==> src/rtl/stx_pkg.sv <==
package stx_pkg;
  localparam int BIT_TICKS = 16;
  localparam int TCW       = $clog2(2 * BIT_TICKS);

  typedef enum logic [2:0] {
    PH_IDLE  = 3'd0,
    PH_START = 3'd1,
    PH_DATA  = 3'd2,
    PH_PAR   = 3'd3,
    PH_STOP  = 3'd4
  } phase_t;

  // last tick index of the stop period: 1, 1.5 or 2 bit times
  function automatic logic [TCW-1:0] stop_last(input logic [1:0] code);
    case (code)
      2'd0:    stop_last = TCW'(BIT_TICKS - 1);
      2'd1:    stop_last = TCW'(BIT_TICKS + BIT_TICKS / 2 - 1);
      default: stop_last = TCW'(2 * BIT_TICKS - 1);
    endcase
  endfunction
endpackage

==> src/rtl/stx_fifo.sv <==
module stx_fifo #(
  parameter int W     = 8,
  parameter int DEPTH = 16
) (
  input  logic         clk,
  input  logic         rst_n,
  input  logic         push,
  input  logic [W-1:0] din,
  input  logic         pop,
  output logic [W-1:0] dout,
  output logic         full,
  output logic         empty
);
  localparam int AW = (DEPTH > 1) ? $clog2(DEPTH) : 1;
  localparam int CW = $clog2(DEPTH + 1);

  logic [W-1:0]  mem [DEPTH];
  logic [AW-1:0] wr_ptr, rd_ptr;
  logic [CW-1:0] count;

  function automatic logic [AW-1:0] bump(input logic [AW-1:0] p);
    bump = (p == AW'(DEPTH - 1)) ? '0 : p + AW'(1);
  endfunction

  always_ff @(posedge clk) begin
    if (push) mem[wr_ptr] <= din;
  end

  always_ff @(posedge clk or negedge rst_n) begin
    if (!rst_n) begin
      wr_ptr <= '0;
      rd_ptr <= '0;
      count  <= '0;
    end else begin
      if (push) wr_ptr <= bump(wr_ptr);
      if (pop)  rd_ptr <= bump(rd_ptr);
      case ({push, pop})
        2'b10:   count <= count + CW'(1);
        2'b01:   count <= count - CW'(1);
        default: count <= count;
      endcase
    end
  end

  assign dout  = mem[rd_ptr];
  assign full  = (count == CW'(DEPTH));
  assign empty = (count == '0);
endmodule

==> src/rtl/stx_framer.sv <==
module stx_framer
  import stx_pkg::*;
(
  input  logic       clk,
  input  logic       rst_n,
  input  logic       tick,
  input  logic       avail,
  input  logic [7:0] data,
  input  logic [1:0] cfg_len,
  input  logic       cfg_par_en,
  input  logic       cfg_par_odd,
  input  logic [1:0] cfg_stop,
  input  logic       brk,
  output logic       take,
  output logic       busy,
  output logic       txd
);
  localparam logic [TCW-1:0] BIT_LAST = TCW'(BIT_TICKS - 1);

  phase_t         ph;
  logic [TCW-1:0] tcnt;
  logic [2:0]     bidx;
  logic [7:0]     sh;
  logic           par_bit;
  logic [1:0]     l_len;
  logic [1:0]     l_stop;
  logic           l_par_en;

  logic       bit_end, stop_done, line_bit, new_par;
  logic [7:0] mask;

  assign bit_end   = tick && (tcnt == BIT_LAST);
  assign stop_done = (ph == PH_STOP) && tick && (tcnt == stop_last(l_stop));
  assign take      = avail && ((ph == PH_IDLE) || stop_done);
  assign mask      = 8'hFF >> (2'd3 - cfg_len);
  assign new_par   = (^(data & mask)) ^ cfg_par_odd;

  always_ff @(posedge clk or negedge rst_n) begin
    if (!rst_n) begin
      ph       <= PH_IDLE;
      tcnt     <= '0;
      bidx     <= '0;
      sh       <= '0;
      par_bit  <= 1'b0;
      l_len    <= '0;
      l_stop   <= '0;
      l_par_en <= 1'b0;
    end else if (take) begin
      ph       <= PH_START;
      tcnt     <= '0;
      bidx     <= '0;
      sh       <= data;
      par_bit  <= new_par;
      l_len    <= cfg_len;
      l_stop   <= cfg_stop;
      l_par_en <= cfg_par_en;
    end else if (tick) begin
      case (ph)
        PH_START: begin
          tcnt <= bit_end ? '0 : tcnt + TCW'(1);
          if (bit_end) ph <= PH_DATA;
        end
        PH_DATA: begin
          if (bit_end) begin
            tcnt <= '0;
            sh   <= sh >> 1;
            if (bidx == 3'd4 + {1'b0, l_len}) ph <= l_par_en ? PH_PAR : PH_STOP;
            else bidx <= bidx + 3'd1;
          end else begin
            tcnt <= tcnt + TCW'(1);
          end
        end
        PH_PAR: begin
          tcnt <= bit_end ? '0 : tcnt + TCW'(1);
          if (bit_end) ph <= PH_STOP;
        end
        PH_STOP: begin
          if (stop_done) begin
            tcnt <= '0;
            ph   <= PH_IDLE;
          end else begin
            tcnt <= tcnt + TCW'(1);
          end
        end
        default: tcnt <= '0;
      endcase
    end
  end

  always_comb begin
    case (ph)
      PH_START: line_bit = 1'b0;
      PH_DATA:  line_bit = sh[0];
      PH_PAR:   line_bit = par_bit;
      default:  line_bit = 1'b1;
    endcase
  end

  assign busy = (ph != PH_IDLE);
  assign txd  = line_bit & ~brk;
endmodule

==> src/rtl/stx_dma_pace.sv <==
module stx_dma_pace (
  input  logic clk,
  input  logic rst_n,
  input  logic buf_empty,
  input  logic buf_full,
  output logic req
);
  always_ff @(posedge clk or negedge rst_n) begin
    if (!rst_n)         req <= 1'b1;
    else if (buf_empty) req <= 1'b1;
    else if (buf_full)  req <= 1'b0;
  end
endmodule

==> src/rtl/serial_tx_engine.sv <==
module serial_tx_engine #(
  parameter int DEPTH = 16
) (
  input  logic       clk,
  input  logic       rst_n,
  input  logic       tick16,
  input  logic       wr_valid,
  input  logic [7:0] wr_data,
  output logic       wr_ready,
  input  logic [1:0] cfg_len,
  input  logic       cfg_par_en,
  input  logic       cfg_par_odd,
  input  logic [1:0] cfg_stop,
  input  logic       brk,
  output logic       txd,
  output logic       fifo_empty,
  output logic       tx_empty,
  output logic       dma_ready
);
  logic       buf_full, buf_empty, push, take, ser_busy;
  logic [7:0] head;

  assign push = wr_valid && !buf_full;

  stx_fifo #(.W(8), .DEPTH(DEPTH)) u_fifo (
    .clk(clk), .rst_n(rst_n), .push(push), .din(wr_data), .pop(take),
    .dout(head), .full(buf_full), .empty(buf_empty)
  );

  stx_framer u_framer (
    .clk(clk), .rst_n(rst_n), .tick(tick16), .avail(!buf_empty), .data(head),
    .cfg_len(cfg_len), .cfg_par_en(cfg_par_en), .cfg_par_odd(cfg_par_odd),
    .cfg_stop(cfg_stop), .brk(brk), .take(take), .busy(ser_busy), .txd(txd)
  );

  stx_dma_pace u_pace (
    .clk(clk), .rst_n(rst_n), .buf_empty(buf_empty), .buf_full(buf_full),
    .req(dma_ready)
  );

  assign wr_ready   = !buf_full;
  assign fifo_empty = buf_empty;
  assign tx_empty   = buf_empty && !ser_busy;
endmodule

==> config.mk <==
export PLATFORM = sky130hd
export DESIGN_NAME = serial_tx_engine
export DESIGN_NICKNAME = d
export VERILOG_FILES = /design/src/rtl/stx_pkg.sv /design/src/rtl/stx_fifo.sv /design/src/rtl/stx_framer.sv /design/src/rtl/stx_dma_pace.sv /design/src/rtl/serial_tx_engine.sv
export SDC_FILE = /design/constraint.sdc
export NUM_CORES = 1
export LEC_CHECK = 0
export BUFFER_PORTS_ARGS = -buffer_cell sky130_fd_sc_hd__buf_2
export CORE_UTILIZATION = 60
export CTS_CLUSTER_SIZE = 24
export DETAILED_ROUTE_END_ITERATION = 7
export HOLD_SLACK_MARGIN = 0.02
export PLACE_DENSITY_LB_ADDON = 0.05
export SLEW_MARGIN = 10
export SYNTH_ARGS = -nofsm -noshare
export SYNTH_HDL_FRONTEND = slang
export SYNTH_SLANG_ARGS = --single-unit
==> constraint.sdc <==
create_clock -name clk -period 6.3 [get_ports clk]
set_input_delay 0.63 -clock clk [delete_from_list [all_inputs] [get_ports clk]]
set_output_delay 0.63 -clock clk [all_outputs]
set_load 0.005 [all_outputs]
==> flow_metrics.env <==
export IMPL_p_leak_uw=0.00290
export IMPL_hold_path_class="input port to async pin"
export IMPL_cts_root_buffer="clkbuf_16"
export IMPL_initial_core_util=0.623
export IMPL_area_growth_pct=10.9
export IMPL_first_iter_violations=437
export IMPL_vias_per_cell=6.17
export IMPL_globalplace_congestion=0.800
export IMPL_syn_num_nets=495
export IMPL_numCtsBuffers=17
export IMPL_cp_start_kind="flop"
export IMPL_io_pins=24
export IMPL_hold_buffers=0
export IMPL_power_density_nw_per_um2=331
export IMPL_synth_compound_area_frac=0.0595
export IMPL_peakVddDrop_mv=0.312
export IMPL_finalInstanceArea_sq_um=7960
export IMPL_crit_start="u_framer.tcnt[3]$_DFFE_PN0N_"
export IMPL_postCtsSetupBuffers=0
export IMPL_grtUsageTotal=0.235
export IMPL_violations="design-rule violations"
export IMPL_drv_slew=0
export IMPL_synth_area_mux_share=0.118
export IMPL_synth_async_reset_ratio=0.234
export IMPL_synth_area_per_cell_sq_um=15.5
export IMPL_nets=522
export IMPL_routed_via_count=3991
export IMPL_place_area_sq_um=7390
export IMPL_crit_type="flop to flop"
export IMPL_synth_edf_count=128
export IMPL_clk_pin_slew_ps=60
export IMPL_totalWireLength_um=13300
export IMPL_stdcell_count=647
export IMPL_synth_cells=464
export IMPL_antenna_found_initial=0
export IMPL_cts_resized=0
export IMPL_placed_cells=615
export IMPL_core_sq_um=11500
export IMPL_fillers=762
export IMPL_synth_fa_ha_area_frac=0.0209
export IMPL_setup_violations=0
export IMPL_yosysSeqAreaShare=0.672
export IMPL_slew_headroom=0.335
export IMPL_grt_overflow=0
export IMPL_clock_path_buffers=2
export IMPL_rrSetupSlack_ps=2710
export IMPL_rows=39
export IMPL_crit_arrival_ps=3900
export IMPL_maxCapViolations=0
export IMPL_antenna_cells=0
export IMPL_synth_cell_type_count=52
export IMPL_drc=2
export IMPL_fin_crit_sh=0.570
export IMPL_grt_pass1_wl_um=21100
export IMPL_clk_latency_ps=420
export IMPL_syn_cell_area_sq_um=7170
export IMPL_wire_per_inst_um=20.6
export IMPL_setup_worst_path_end_class="flop"
export IMPL_min_period_ps=3590
export IMPL_dp_final_hpwl_um=8490
export IMPL_ys_seq_elements=167
export IMPL_reg2reg_from="u_framer.tcnt[3]$_DFFE_PN0N_"
export IMPL_critical_path_peak_fanout=27
export IMPL_seq_area_sq_um=4820
export IMPL_clock_sinks=167
export IMPL_fin_worst_skew_ps=5.05
export IMPL_cp_required_ps=6610
export IMPL_outcome="finished with violations"
export IMPL_ant_nets=0
export IMPL_die_x_um=111
export IMPL_fmaxAchievable_mhz=279
export IMPL_tns_ps=0
export IMPL_rsz0062_at_grt="no"
export IMPL_die_y_um=111
export IMPL_grt_max_degree=40
export IMPL_tightest_slew_ps=998
export IMPL_drive_gt1_frac=0.196
export IMPL_grt_pass1_vias=3847
export IMPL_ys_flop_type="edfxtp_1"
export IMPL_synthSimpleGateAreaFrac=0.0783
export IMPL_ctsHtreeMaxLevel=4
export IMPL_io_buffers=23
export IMPL_fp_dieArea_sq_um=12400
export IMPL_yosysWarnings=0
export IMPL_synth_top_family_by_area="multiplexers"
export IMPL_drtPass1Iterations=7
export IMPL_cts_tree="yes"
export IMPL_hold_viol=0
export IMPL_synth_xor_area_share=0.0284
export IMPL_multi_input_area_sq_um=2190
[through the flow]
| step | total power [uW] | hold slack, ps | setup slack [ps] | util |
|---|---|---|---|---|
| after floorplan | 1550 | 334 | 3000 | - |
| after global placement | 1640 | 467 | 2810 | 0.642 |
| after detailed placement | 1660 | 469 | 2730 | 0.642 |
| after CTS | 2660 | 334 | 2690 | 0.691 |
| after global routing | 2740 | 381 | 2330 | 0.691 |
| final | 2640 | 317 | 2710 | 0.691 |
[state kept, by name, indices dropped and copies added (netlist names), 2 cells and up]
name             count
u_fifo.mem         128
u_framer.sh          8
u_fifo.count         5
u_framer.tcnt        5
u_fifo.rd_ptr        4
u_fifo.wr_ptr        4
u_framer.bidx        3
u_framer.ph          3
u_framer.l_len       2
u_framer.l_stop      2
[synthesized netlist by cell type (3+ instances only)]
library cell | number | area [sq um]
a21o_1 | 4 | 30.0
a21oi_1 | 17 | 85.1
a22o_1 | 3 | 26.3
a22oi_1 | 8 | 60.1
and3_1 | 3 | 18.8
buf_2 | 4 | 20.0
buf_6 | 3 | 33.8
clkbuf_1 | 9 | 33.8
dfrtp_1 | 38 | 951
edfxtp_1 | 128 | 3840
ha_1 | 12 | 150
inv_1 | 9 | 33.8
inv_2 | 3 | 11.3
mux2i_1 | 7 | 70.1
mux4_2 | 31 | 698
nand2_1 | 53 | 199
nand2b_1 | 6 | 37.5
nand3_1 | 7 | 35.0
nor2_1 | 35 | 131
nor3_1 | 7 | 35.0
o21ai_0 | 13 | 65.1
o21ai_1 | 3 | 15.0
o22ai_1 | 6 | 37.5
xnor2_1 | 10 | 87.6
xor2_1 | 7 | 61.3
[kinds of logic (layout without fill, tap and decap cells)]
| kind of cell | Yosys count | in the layout |
|---|---|---|
| DFF | 167 | 167 |
| and+or+nand+nor | 125 | 125 |
| AOI/OAI and AO/OA | 66 | 66 |
| muxes | 42 | 42 |
| buffers and inverters | 32 | 72 |
| xor gates and xnor gates | 20 | 20 |
| adders and majority gates | 12 | 12 |
[final cells by class]
| type | instances | area share |
|---|---|---|
| well taps | 143 | 0.0225 |
| flip-flops and latches | 167 | 0.606 |
| clock inverters | 12 | 0.0168 |
| clock buffers | 20 | 0.0549 |
| inverters | 12 | 0.00566 |
| multi-input cells | 265 | 0.275 |
| repair buffers | 28 | 0.0192 |
[layout by cell type (no fill, tap or decap), types with 3 or more instances in the layout]
cell	count
edfxtp_1	128
nand2_1	53
dfrtp_1	38
nor2_1	35
mux4_2	31
buf_2	23
a21oi_1	17
clkbuf_16	17
o21ai_0	13
ha_1	12
xnor2_1	10
inv_1	9
a22oi_1	8
nand3_1	7
xor2_1	7
mux2i_1	7
nand2b_1	6
nor3_1	6
o22ai_1	6
clkinv_2	5
buf_4	5
a21o_1	4
and3_1	3
inv_2	3
a22o_1	3
o21ai_1	3
clkinv_1	3
bufinv_16	3
clkbuf_1	3
[per-layer routing]
metal | global-route usage | wire length, um | vias to the layer above
li1 | - | - | 1830
met1 | 0.342 | 6090 | 2017
met2 | 0.350 | 6250 | 125
met3 | 0.0626 | 819 | 19
met4 | 0.0811 | 151 | 0
met5 | 0 | 0 | -
[report_power, final]
part	total, uW	internal [uW]	leakage, uW	switching [uW]
clock	1000	614	0.000280	387
combinational	277	111	0.000981	166
sequential	1360	1300	0.00164	59.2
[worst paths after layout]
kind,end,cells past startpoint
worst min register to register,u_framer.sh[3]$_DFFE_PN0P_,2
min in group clk,u_framer.l_stop[1]$_DFFE_PN0N_,3
max in group asynchronous,u_fifo.count[1]$_DFFE_PN0P_,1
worst max-delay path,u_fifo.count[4]$_DFFE_PN0P_,14
worst min-delay path,u_framer.bidx[0]$_DFFE_PN0P_,1
worst max register to register,u_fifo.count[4]$_DFFE_PN0P_,14
[worst max-delay path, stage by stage, from the launching register on]
cell and delay, ps:
dfrtp_1 430, or3b_1 370, a21oi_1 180, o2111ai_1 170, a21o_1 380, inv_2 420, ha_1 420, xor2_1 120
ha_1 210, o21ai_0 150, a21oi_1 90, a21oi_1 170, xor2_1 150, nor2_1 60, xor2_1 140
(Power assumes the default switching activity.)
